## src/rtl/burst_seq_pkg.sv

```systemverilog
package burst_seq_pkg;
  // Burst ordering selected by the active-low order pin.
  typedef enum logic {
    ORDER_LINEAR      = 1'b0,
    ORDER_INTERLEAVED = 1'b1
  } burst_order_e;

  // Per-edge action of the sequencer.
  typedef enum logic [1:0] {
    ACT_HOLD = 2'd0,
    ACT_STEP = 2'd1,
    ACT_LOAD = 2'd2
  } seq_act_e;
endpackage

```

## src/rtl/burst_seq_decode.sv

```systemverilog
module burst_seq_decode
  import burst_seq_pkg::*;
(
  input  logic     load_a_n,
  input  logic     load_b_n,
  input  logic     adv_n,
  output seq_act_e act
);
  // A strobe outranks the advance enable.
  always_comb begin
    if (!load_a_n || !load_b_n) act = ACT_LOAD;
    else if (!adv_n)            act = ACT_STEP;
    else                        act = ACT_HOLD;
  end
endmodule

```

## src/rtl/burst_count_reg.sv

```systemverilog
module burst_count_reg
  import burst_seq_pkg::*;
#(
  parameter int BURST_W = 2
) (
  input  logic               clk,
  input  logic               rst_n,
  input  seq_act_e           act,
  input  logic [BURST_W-1:0] start_in,
  output logic [BURST_W-1:0] start_q,
  output logic [BURST_W-1:0] count_q
);
  always_ff @(posedge clk) begin
    if (!rst_n) begin
      start_q <= '0;
      count_q <= '0;
    end else begin
      unique case (act)
        ACT_LOAD: begin
          start_q <= start_in;
          count_q <= '0;
        end
        ACT_STEP: count_q <= count_q + 1'b1;
        default: ;
      endcase
    end
  end
endmodule

```

## src/rtl/burst_order_map.sv

```systemverilog
module burst_order_map
  import burst_seq_pkg::*;
#(
  parameter int BURST_W = 2
) (
  input  burst_order_e       order,
  input  logic [BURST_W-1:0] start_q,
  input  logic [BURST_W-1:0] count_q,
  output logic [BURST_W-1:0] addr_lo
);
  logic [BURST_W-1:0] lin_addr;
  logic [BURST_W-1:0] ilv_addr;

  assign lin_addr = start_q + count_q;

  for (genvar b = 0; b < BURST_W; b++) begin : g_ilv_bit
    assign ilv_addr[b] = start_q[b] ^ count_q[b];
  end

  assign addr_lo = (order == ORDER_LINEAR) ? lin_addr : ilv_addr;
endmodule

```

## src/rtl/upper_addr_reg.sv

```systemverilog
module upper_addr_reg
  import burst_seq_pkg::*;
#(
  parameter int HI_W = 16
) (
  input  logic            clk,
  input  logic            rst_n,
  input  seq_act_e        act,
  input  logic [HI_W-1:0] hi_in,
  output logic [HI_W-1:0] hi_q
);
  always_ff @(posedge clk) begin
    if (!rst_n)               hi_q <= '0;
    else if (act == ACT_LOAD) hi_q <= hi_in;
  end
endmodule

```

## src/rtl/burst_addr_seq.sv

```systemverilog
module burst_addr_seq
  import burst_seq_pkg::*;
#(
  parameter int ADDR_W  = 18,
  parameter int BURST_W = 2
) (
  input  logic                      clk,
  input  logic                      rst_n,
  input  logic                      load_a_n,
  input  logic                      load_b_n,
  input  logic                      adv_n,
  input  logic                      lin_order_n,
  input  logic [ADDR_W-1:0]         addr_in,
  output logic [BURST_W-1:0]        burst_lo,
  output logic [ADDR_W-BURST_W-1:0] addr_hi
);
  localparam int HI_W = ADDR_W - BURST_W;

  seq_act_e           act;
  burst_order_e       order;
  logic [BURST_W-1:0] start_q;
  logic [BURST_W-1:0] count_q;

  assign order = burst_order_e'(lin_order_n);

  burst_seq_decode u_decode (
    .load_a_n (load_a_n),
    .load_b_n (load_b_n),
    .adv_n    (adv_n),
    .act      (act)
  );

  burst_count_reg #(.BURST_W(BURST_W)) u_count (
    .clk      (clk),
    .rst_n    (rst_n),
    .act      (act),
    .start_in (addr_in[BURST_W-1:0]),
    .start_q  (start_q),
    .count_q  (count_q)
  );

  burst_order_map #(.BURST_W(BURST_W)) u_map (
    .order   (order),
    .start_q (start_q),
    .count_q (count_q),
    .addr_lo (burst_lo)
  );

  upper_addr_reg #(.HI_W(HI_W)) u_upper (
    .clk   (clk),
    .rst_n (rst_n),
    .act   (act),
    .hi_in (addr_in[ADDR_W-1:BURST_W]),
    .hi_q  (addr_hi)
  );
endmodule

```

## config.mk

```make
export PLATFORM = sky130hd
export DESIGN_NAME = burst_addr_seq
export DESIGN_NICKNAME = d
export VERILOG_FILES = /design/src/rtl/burst_seq_pkg.sv /design/src/rtl/burst_seq_decode.sv /design/src/rtl/burst_count_reg.sv /design/src/rtl/burst_order_map.sv /design/src/rtl/upper_addr_reg.sv /design/src/rtl/burst_addr_seq.sv
export SDC_FILE = /design/constraint.sdc
export NUM_CORES = 1
export LEC_CHECK = 0
export ABC_AREA = 1
export BUFFER_PORTS_ARGS = -buffer_cell sky130_fd_sc_hd__buf_2
export CAP_MARGIN = 30
export CORE_AREA = 4 4 49 51
export CTS_CLUSTER_DIAMETER = 50
export CTS_CLUSTER_SIZE = 24
export DETAILED_ROUTE_END_ITERATION = 10
export DIE_AREA = 0 0 53 55
export PLACE_DENSITY = 0.84
export SYNTH_ARGS = -nofsm -noshare
export SYNTH_HDL_FRONTEND = slang
export SYNTH_SLANG_ARGS = --single-unit
```

## constraint.sdc

```tcl
create_clock -name clk -period 1.2 [get_ports clk]
set_input_delay 0.24 -clock clk [delete_from_list [all_inputs] [get_ports clk]]
set_output_delay 0.24 -clock clk [all_outputs]
set_load 0.02 [all_outputs]
```

==> After elaboration in Yosys (flattened, before gate mapping) <==
Cells that the tools add are included.
{ "op_classes": {"n_mux": 4, "n_eq_ne": 2, "add_sub_neg": 2, "bitwise": 2, "n_reduce_logical": 4} }
{ "op_table": {"columns": ["cell", "count"], "rows": [
  ["$mux W2", 2],
  ["$pmux W2 S2", 1],
  ["$add A2 B1 Y2 const B", 1],
  ["$add A2 B2 Y2", 1],
  ["$eq A2 B1 Y1 const B", 1],
  ["$eq A2 B2 Y1 const B", 1],
  ["$logic_not A1 Y1", 2],
  ["$reduce_bool A2 Y1", 1],
  ["$xor A1 B1 Y1", 2],
  ["$logic_or A1 B1 Y1", 1],
  ["$mux W1", 1]
]} }
{ "word_totals": {"register_bits": 20, "output_inout_bits": 18} }

==> Longest topological paths before layout <==
Gate-level depths: netlist of the first run.
{ "logic_depth": {"ltp_word": 5, "mapped_depth": 6} }

==> Modules after synthesis <==
From an unflattened synthesis of the first run, not the netlist that was laid out.
{ "unflattened": {"hier_cells": 147, "hier_area_um2": 965.9} }
{ "modules_own_cells": {"columns": ["module", "area_each_um2", "instances", "cells_each", "seq_area_each_um2"], "rows": [
  ["upper_addr_reg", 699.4, 1, 105, 320.3],
  ["burst_count_reg", 186.4, 1, 25, 80.1],
  ["burst_order_map", 67.6, 1, 15, 0.0],
  ["burst_seq_decode", 12.5, 1, 2, 0.0]
]} }

==> Worst setup path after synthesis of the first run <==
No wires, ideal clock.
{ "synth_timing": {"path_kind": "reg-to-output", "start": "reg u_count.count_q[0]", "end": "out burst_lo[1]", "n_path_buf": 0, "required_ps": 960, "arrival_time_ps": 806, "path_slack_ps": 154, "stages_incl_launch_ff": 7, "cell_sequence": "dfxtp_1 ha_1 inv_1 nor2_1 nand3_1 nand2_1 inv_1"} }
{ "synth_via": {"elab_chain_len": 2} }
{ "synth_lines": {"columns": ["element", "line_no", "rtl"], "rows": [
  ["start: declaration", "burst_count_reg.sv:11", "output logic [BURST_W-1:0] count_q"],
  ["start signal: assignment", "burst_count_reg.sv:23", "ACT_STEP: count_q <= count_q + 1'b1;"],
  ["$add A2 B2 Y2", "burst_order_map.sv:14", "assign lin_addr = start_q + count_q;"],
  ["$mux W2", "burst_order_map.sv:20", "assign addr_lo = (order == ORDER_LINEAR) ? lin_addr : ilv_addr;"],
  ["end: declaration", "burst_addr_seq.sv:14", "output logic [BURST_W-1:0] burst_lo,"]
]} }
No other way between the ends.

==> Worst setup path in the final report of the first run <==
Same ends and word-level chain as after synthesis.

==> results.yml, run 1 <==
power:
  p_seq_frac: 0.568
  p_per_area_nw_per_um2: 1203
  clock_power_share: 0.231
  max-vdd-ir-drop_uv: 710.1
  switching_share: 0.2770
  power_frac_comb: 0.201
  leakagePower_nw: 0.5376
  p_sw_uw: 356.6
  total_power_mw: 1.287
  intPower_uw: 930.8
worst_setup_path:
  cpPeakStageDelay_ns: 0.37
  path_class: "reg2out"
  critPathSlowestCell: "dfxtp_2"
  cp.arrival_ns: 1.20
  endpoint_kind: "output pin"
  critical_path.max_fanout: 2
  critical_path_required_ns: 0.96
  start_kind: "register"
  path_cells: "ha_4 -> inv_2 -> nor2_2 -> nand3_1 -> nand2_1 -> inv_1 -> buf_6"
die:
  rows: 16
  dieHeight_um: 55
  ios: 42
  core_um2: 1942
  fp.dieW_um: 53
  start_util: 0.4156
  die-area_um2: 2915
placed_design:
  dp_hpwl_um: 1384
  post_dp_cell_area_um2: 1002
  gp_congestion: 0.6518
  port_buffers: 41
clock_network:
  cts.clk_slew.worst_paths_ns: 0.10
  root_buffer: "clkbuf_4"
  numCtsBuffers: 3
  h-tree-depth: 1
  cts_buffer_depth: 2
  clkSinkCount: 20
  clkLatencyLatePin_ns: 0.29
  cts_tree: "yes"
sta:
  hold_viol: 0
  rsz0062_at_grt: "yes"
  fin_ws_ns: -0.2410
  finalCriticalPeriod_ns: 1.441
  report.final.setup_viol: 2
  whs_ns: 0.1673
  skew_ns: 0.00006331
  fmax_mhz: 693.9
  tns_ns: -0.2877
  slew_headroom: 0.8127
  finalCritPeriodShare: 1.201
  slew_viol_final: 0
  tightest_slew_ns: 0.2810
global_routing:
  track_usage: 0.1402
  gr-total-overflow: 0
  grt_max_degree: 20
  antenna_found_initial: 0
  grt_pass1_vias: 750
  grt_first_pass_wirelength_um: 2987
logic_synthesis:
  synth_warnings: 0
  synth_area_um2: 807.0
  synth_cells: 105
  syn_avg_cell_area_um2: 7.686
  synth-seq-cells: 20
  synth.net_count: 130
  ys_seq_area_frac: 0.4961
  synth_cell_type_count: 16
detailed_routing:
  drt-vias-per-instance: 4.575
  drt_iter0_drc: 11
  drc: 0
  detail-route-antenna-nets: 0
  drt-total-wl_um: 1867
  dr.pass1.iters: 4
  wl_per_cell_um: 10.73
  num_vias: 796
final_layout:
  final_area_um2: 1070
  fin_nets: 174
  final_cell_mix: "buf_2 (39), nor2_1 (36), dfxtp_1 (18)"
  syn_to_final_growth_pct: 32.56
  fillCellCount: 208
  antennaDiodeCount: 0
  layout_commonest_cell: "buf_2"
  final_util: 0.5509
  drive_above_1_share: 0.3810
job:
  maxCapViolCount: 0
outcome:
  outcome: "finished, violations left"
  violations: "negative setup slack"
worst_hold_path:
  hold_class: "in2reg"
[cells by family after synthesis]
logic type | after synthesis | share of synthesized area
AO/OA/AOI/OAI | 19 | 0.1178
adder cells (fa/ha/maj) | 1 | 0.01550
buffers and inverters | 12 | 0.1008
flip-flops | 20 | 0.4961
AND/OR/NAND/NOR | 53 | 0.2698
[worst paths after layout]
check	cells after the start	start	slack, ns	to
max	7	u_count.count_q[0]$_SDFFE_PN0P_	-0.24	burst_lo[1]
min	3	addr_in[12]	0.17	u_upper.hi_q[10]$_SDFFE_PN0N_
max reg2reg	6	u_count.count_q[0]$_SDFFE_PN0P_	0.32	u_count.count_q[1]$_SDFFE_PN0P_
min reg2reg	2	u_upper.hi_q[3]$_SDFFE_PN0N_	0.50	u_upper.hi_q[3]$_SDFFE_PN0N_
[power groups by stage]
stage	Clock [mW]	Sequential (mW)	Combinational, mW
2_1_floorplan	0	0.792	0.109
3_3_place_gp	0	0.743	0.237
3_5_place_dp	0	0.744	0.244
4_1_cts	0.309	0.732	0.258
5_1_grt	0.352	0.738	0.288
6_report	0.297	0.732	0.259
[flip-flops by register name, indices dropped and copies added (netlist names)]
name,flops
u_count.count_q,2
u_count.start_q,2
u_upper.hi_q,16
[layer usage]
| layer | up-vias | track usage | part of all wire |
|---|---|---|---|
| li1 | 412 | - | - |
| met1 | 354 | 0.1593 | 0.41 |
| met2 | 26 | 0.2397 | 0.51 |
| met3 | 4 | 0.05362 | 0.068 |
| met4 | 0 | 0.05106 | 0.012 |
| met5 | - | 0 | 0 |
[synthesized netlist by cell type (all sizes together)]
library cell   n  area share
nor2          40        0.20
nand2         10       0.056
buf            4       0.054
nor3           1      0.0062
o21ai         19        0.12
inv            8       0.047
ha             1       0.016
dfxtp         20        0.50
nand3          2       0.012
[worst max-delay path: cells and delay by family (launching register included)]
family        cells  cell delay [ns]
buf+inv           3             0.19
simple gates      3             0.20
fa+ha+maj         1             0.14
flops             1             0.37
[layout make-up]
class | instances | area (um^2) | area share
Sequential cell | 20 | 402.9 | 0.3766
Multi-Input combinational cell | 73 | 340.3 | 0.3181
Timing Repair Buffer | 43 | 232.7 | 0.2175
Inverter | 8 | 37.54 | 0.03509
Tap cell | 27 | 33.78 | 0.03158
Clock buffer | 3 | 22.52 | 0.02105
[stage by stage]
step | std cells | setup WS [ns]
final | 174 | -0.2410
after global routing | 174 | -0.3412
after CTS | 173 | -0.2997
after detailed placement | 169 | -0.02037
after global placement | 169 | 0.07050
after floorplan | 105 | 0.1541
[timing repair]
item / in CTS / in global routing
resized for setup: 10 / 0
hold buffers: 0 / 0
cloned: 0 / 0
pin swaps: 4 / 4
buffers inserted: 1 / 1
endpoints found under the setup margin: 2 / 2
Power figures use the tool's default switching activity.
==> run 2, diff against run 1 <==
CORE_AREA = 4 4 51 53   (was 4 4 49 51)
DIE_AREA = 0 0 55 57   (was 0 0 53 55)
PLACE_DENSITY = 0.79   (was 0.84)
SYNTH_HIERARCHICAL = 1   (was unset)
==> run 2 against run 1 <==
The flow still finishes with violations (negative setup slack). Setup slack improved by 0.0048 ns. Largest cell class is now multi-input gates. Clock skew rose by 0.0012 ns. Highest routed layer is now met3. Power rose by 28%.
==> results.yml, run 2 <==
final_layout:
  regMostFlops: "u_upper/hi_q"
  final_area_um2: 1289
  fin_nets: 219
  largest_register_ffs: 16
  drive_above_1_share: 0.3089
  syn_to_final_growth_pct: 33.42
  fillCellCount: 218
  reg_top3: "u_upper/hi_q (16), u_count/count_q (2), u_count/start_q (2)"
  final_cell_mix: "buf_2 (39), nor2_1 (39), inv_1 (25), nand2_1 (25), nand3_1 (19)"
  antennaDiodeCount: 0
  fin_cells: 219
clock_network:
  clkLatencyLatePin_ns: 0.29
  cts_buffer_depth: 2
  cts_tree: "yes"
  clkSinkCount: 20
  root_buffer: "clkbuf_4"
  post-cts-setup-buffers: 0
  numCtsBuffers: 3
  cts.clk_slew.worst_paths_ns: 0.11
  h-tree-depth: 1
  hold_buffers: 0
logic_synthesis:
  synth_top_family_by_area: "simple AND/OR/NAND/NOR gates"
  synth_area_um2: 965.9
  synthAdderAreaFrac: 0.03886
  synth_area_leaders: "dfxtp_1 (41%), nor2_1 (15%), inv_1 (10%)"
  synth-seq-cells: 20
  synth_cells: 147
  synthXorXnorAreaFrac: 0.009067
  synth_edf_count: 0
  synth_mux_area_frac: 0
  synth-async-reset-ratio: 0
  synth_cell_type_count: 16
  synth.largest_area_cell: "dfxtp_1"
  ys_seq_area_frac: 0.4145
  yosysTopAreaCellShare: 0.4145
  synth.net_count: 174
  synth.most_common_cell: "nor2_1"
  syn_avg_cell_area_um2: 6.571
  synth-simple-area-share: 0.3718
  ys_top_cells_by_count: "nor2_1 (39), inv_1 (27), nand2_1 (25), dfxtp_1 (20), nand3_1 (19)"
  synth_warnings: 6
  ys.flop_type: "dfxtp_1"
  synth_compound_area_frac: 0.01554
placed_design:
  post_dp_cell_area_um2: 1209
  dp_cells: 215
  dp_hpwl_um: 1689
  port_buffers: 41
  pre_cts_slack_ns: -0.1362
  gp_congestion: 0.7420
sta:
  report.final.setup_viol: 2
  skew_ns: 0.001275
  hold_viol: 0
  slew_headroom: 0.7099
  finalCriticalPeriod_ns: 1.436
  rsz0062_at_grt: "yes"
  slew_viol_final: 0
  finalCritPeriodShare: 1.197
  fin_ws_ns: -0.2363
  tightest_slew_ns: 0.4346
  fmax_mhz: 696.2
worst_setup_path:
  cp.arrival_ns: 1.20
  reg2regPathDepth: 3
  r2r-end: "u_count/count_q[0]$_SDFFE_PN0P_"
  rrSetupSlack_ns: 0.40
  start_kind: "register"
  critical_path_required_ns: 0.96
  path_class: "reg2out"
  critPathMostFrequentCell: "inv_2"
  critPathSlowestCell: "dfxtp_2"
  cpPeakStageDelay_ns: 0.37
  endpoint_kind: "output pin"
  critical_path.max_fanout: 2
  r2r-start: "u_count/count_q[0]$_SDFFE_PN0P_"
  path_cells: "ha_4 -> inv_2 -> nor2_1 -> nand3_1 -> nand2_1 -> inv_2 -> buf_6"
die:
  dieHeight_um: 57
  start_util: 0.4496
  ios: 42
  rows: 17
  fp.dieW_um: 55
  core_um2: 2148
  die-area_um2: 3135
global_routing:
  grt_first_pass_wirelength_um: 3498
  grt_pass1_vias: 895
  antenna_found_initial: 0
  grt_max_degree: 20
  track_usage: 0.1458
  gr-total-overflow: 0
outcome:
  violations: "negative setup slack"
  outcome: "finished, violations left"
detailed_routing:
  drt-total-wl_um: 2195
  drt-vias-per-instance: 4.393
  dr.pass1.iters: 4
  wl_per_cell_um: 10.02
  detail-route-antenna-nets: 0
  num_vias: 962
  drc: 0
  drt_iter0_drc: 19
power:
  leakagePower_nw: 0.7737
  p_per_area_nw_per_um2: 1282
  max-vdd-ir-drop_uv: 966.3
worst_hold_path:
  min_from: "addr_in[1]"
  min_path_cells: 3
  worstHoldEndpoint: "u_count/start_q[1]$_SDFFE_PN0N_"
  hold_class: "in2reg"
job:
  maxCapViolCount: 0
-- run 2: critical path: cells and delay by family (launching register included) --
family | cells | cell delay, ns
flops | 1 | 0.37
simple gates | 3 | 0.22
buf+inv | 3 | 0.19
fa+ha+maj | 1 | 0.14
-- run 2: layout make-up --
class / count / area [um^2] / area share
multi-input combinational: 93 / 437.9 / 0.3398
timing repair buffer: 46 / 255.2 / 0.1981
clock inverter: 1 / 30.03 / 0.02330
inverter: 28 / 105.1 / 0.08155
sequential: 20 / 402.9 / 0.3126
tap: 28 / 35.03 / 0.02718
clock buffer: 3 / 22.52 / 0.01748
-- run 2: logic make-up after synthesis --
family                   count (synthesis)
AO/OA/AOI/OAI                            3
buffers and inverters                   34
adder cells (fa/ha/maj)                  3
flip-flops                              20
AND/OR/NAND/NOR                         86
XOR/XNOR                                 1
-- run 2: metal layers --
layer | global-route usage | share of wire | vias to the layer above
met2 | 0.2466 | 0.46 | 35
li1 | - | - | 520
met3 | 0.02611 | 0.087 | 0
met4 | 0.04167 | 0 | 0
met1 | 0.1848 | 0.46 | 407
met5 | 0 | 0 | -
-- run 2: through the flow --
stage                     TNS (ns)  hold WS, ns  power [mW]    util
after floorplan                  0       0.3749      0.9847       -
after global placement      -1.229       0.4590       1.093  0.5626
after detailed placement    -2.137       0.4710       1.104  0.5626
after CTS                  -0.3003       0.1682       1.672  0.5999
after global routing       -0.3877       0.1946       1.743  0.5999
final                      -0.2863       0.1706       1.652  0.5999
-- run 2: timing repair --
| action | in CTS | in global routing |
|---|---|---|
| setup endpoints to repair | 2 | 2 |
| pin swaps | 1 | 0 |
| cloned | 0 | 0 |
| resized for setup | 9 | 1 |
| hold endpoints to repair | 0 | 0 |
-- run 2: power breakdown --
part           total, mW  internal (mW)  switching (mW)
clock              0.543          0.337           0.206
combinational      0.361          0.147           0.214
sequential         0.748          0.718          0.0292
total               1.65           1.20           0.449
-- run 2: how the worst max path moves through the flow --
stage	from	to	slack [ns]	depth (start not counted)
finish	u_count/start_q[0]$_SDFFE_PN0N_	burst_lo[1]	-0.24	7
CTS	u_count/start_q[0]$_SDFFE_PN0N_	burst_lo[1]	-0.24	7
global route	u_count/start_q[0]$_SDFFE_PN0N_	burst_lo[1]	-0.31	7
floorplan	load_a_n	u_count/count_q[1]$_SDFFE_PN0P_	0.04	8
detailed placement	load_a_n	u_upper/hi_q[1]$_SDFFE_PN0N_	-0.14	8
global placement	load_a_n	u_upper/hi_q[15]$_SDFFE_PN0N_	-0.09	8
==> run 3, diff against run 2 <==
ABC_AREA = unset   (was 1)
CORE_AREA = 4 4 50 52   (was 4 4 51 53)
DIE_AREA = 0 0 54 56   (was 0 0 55 57)
==> run 3 against run 2 <==
The flow still finishes with violations (negative setup slack). Hold slack improved by 0.0099 ns. Count of clock-buffer cells in the layout is the same. Non-clock buffer count unchanged. Clock skew rose by 0.0032 ns. Via count is 19% lower.
==> results.yml, run 3 <==
job:
  maxCapViolCount: 0
logic_synthesis:
  synth_cells: 97
  synth_cell_type_count: 17
  synth.most_common_cell: "nand2_1"
  synth_area_leaders: "dfxtp_1 (44%), mux2i_1 (20%), nand2_1 (14%)"
  synth.net_count: 124
  synth-async-reset-ratio: 0
  syn_avg_cell_area_um2: 9.339
  synth-seq-cells: 20
  synth.largest_area_cell: "dfxtp_1"
  synth_edf_count: 0
  ys_top_cells_by_count: "nand2_1 (34), dfxtp_1 (20), mux2i_1 (18), nor2b_1 (4)"
  ys.flop_type: "dfxtp_1"
  synth_warnings: 6
  yosysTopAreaCellShare: 0.4420
  synth_area_um2: 905.9
  ys_seq_area_frac: 0.4420
global_routing:
  antenna_found_initial: 0
  grt_first_pass_wirelength_um: 3146
  gr-total-overflow: 0
  track_usage: 0.1380
  grt_pass1_vias: 747
  grt_max_degree: 38
outcome:
  violations: "negative setup slack"
  outcome: "finished, violations left"
final_layout:
  layout_commonest_cell: "buf_2"
  syn_to_final_growth_pct: 39.36
  drive_above_1_share: 0.4155
  final_util: 0.5995
  antennaDiodeCount: 0
  final_cell_mix: "buf_2 (39), nand2_1 (34), mux2i_1 (18), dfxtp_1 (18), buf_4 (4)"
  fin_nets: 170
  reg_top3: "u_upper/hi_q (16), u_count/count_q (2), u_count/start_q (2)"
  regMostFlops: "u_upper/hi_q"
  largest_register_ffs: 16
sta:
  report.final.setup_viol: 2
  tns_ns: -0.2951
  tightest_slew_ns: 0.1877
  slew_viol_final: 0
  finalCriticalPeriod_ns: 1.437
  finalCritPeriodShare: 1.197
  rsz0062_at_grt: "yes"
  whs_ns: 0.1806
  hold_viol: 0
  fin_ws_ns: -0.2366
  skew_ns: 0.004494
  slew_headroom: 0.8742
  fmax_mhz: 696.1
clock_network:
  numCtsBuffers: 3
  cts_tree: "yes"
  root_buffer: "clkbuf_4"
  post-cts-setup-buffers: 0
  cts.clk_slew.worst_paths_ns: 0.11
  cts_buffer_depth: 2
  clkSinkCount: 20
  h-tree-depth: 1
  clkLatencyLatePin_ns: 0.29
worst_setup_path:
  path_class: "reg2out"
  endpoint_kind: "output pin"
  start_kind: "register"
  cp.arrival_ns: 1.20
  critical_path.max_fanout: 2
  critical_path_required_ns: 0.96
placed_design:
  pre_cts_slack_ns: -0.2063
  gp_congestion: 0.5945
  port_buffers: 41
  dp_hpwl_um: 1540
detailed_routing:
  drt_iter0_drc: 4
  drt-vias-per-instance: 4.606
  drt-total-wl_um: 1912
  drc: 0
  detail-route-antenna-nets: 0
  num_vias: 783
  dr.pass1.iters: 2
  wl_per_cell_um: 11.25
die:
  ios: 42
  die-area_um2: 3024
  rows: 17
  fp.dieW_um: 54
  start_util: 0.4302
  core_um2: 2106
  dieHeight_um: 56
power:
  leakagePower_nw: 0.6756
  max-vdd-ir-drop_uv: 998.8
  p_per_area_nw_per_um2: 1243
worst_hold_path:
  hold_class: "in2reg"
run 3: cell count changes after synthesis, moves of 4 or more:
cell / delta
nand2_1: +9
mux2i_1: +18
nor2_1: -38
nor2b_1: +4
nand3_1: -19
inv_1: -24
run 3: metrics by stage:
step                std cells  total power, mW  cell area (um^2)
global route              170            1.661              1262
CTS                       170            1.595              1262
global placement          166            1.034              1171
floorplan                  97           0.9362             914.6
finish                    170            1.570              1262
detailed placement        166            1.048              1171
run 3: what timing repair did:
action                     CTS  global route
pin swaps                    1             0
hold buffers                 0             0
gates resized for setup     10             0
setup endpoints to repair    2             2
run 3: power by group:
| part | switching, mW | internal, mW | total, mW |
|---|---|---|---|
| combinational | 0.164 | 0.144 | 0.308 |
| sequential | 0.0237 | 0.709 | 0.733 |
| clock | 0.192 | 0.337 | 0.529 |
run 3: cell type report:
type | instances | area, um^2
clock buffers | 3 | 22.52
clock inverters | 1 | 30.03
fillers | 201 | 843.3
inverters | 3 | 11.26
multi-input cells | 69 | 484.2
flip-flops and latches | 20 | 402.9
well taps | 28 | 35.03
repair buffers | 46 | 276.5
run 3: worst max-delay path, stage by stage (launching register included):
cell and delay (ns):
dfxtp_2 0.37, ha_4 0.12, nor2b_4 0.14, xnor2_2 0.11, buf_4 0.16
run 3: path summary, 6_finish.rpt:
check        cells after the start                             from                              end  slack, ns
max                              4  u_count/start_q[0]$_SDFFE_PN0N_                      burst_lo[1]      -0.24
min                              3                       addr_in[5]     u_upper/hi_q[3]$_SDFFE_PN0N_       0.18
max reg2reg                      4  u_count/count_q[0]$_SDFFE_PN0P_  u_count/count_q[0]$_SDFFE_PN0P_       0.31
min reg2reg                      2     u_upper/hi_q[9]$_SDFFE_PN0N_     u_upper/hi_q[9]$_SDFFE_PN0N_       0.46
run 3: cells by family after synthesis:
family	after synthesis	share of synthesized area
adder cells (fa/ha/maj)	3	0.04144
AO/OA/AOI/OAI	3	0.01657
flip-flops	20	0.4420
AND/OR/NAND/NOR	43	0.2182
buffers and inverters	8	0.06353
multiplexers	18	0.1989
XOR/XNOR	2	0.01934
run 3: per-layer routing:
| layer | global-route usage | vias up | routed length [um] | share of wire |
|---|---|---|---|---|
| li1 | - | 402 | - | - |
| met1 | 0.1522 | 355 | 700 | 0.37 |
| met2 | 0.2439 | 26 | 1024 | 0.54 |
| met3 | 0.04021 | 0 | 186 | 0.097 |
| met4 | 0.04270 | 0 | 0 | 0 |
| met5 | 0 | - | 0 | 0 |
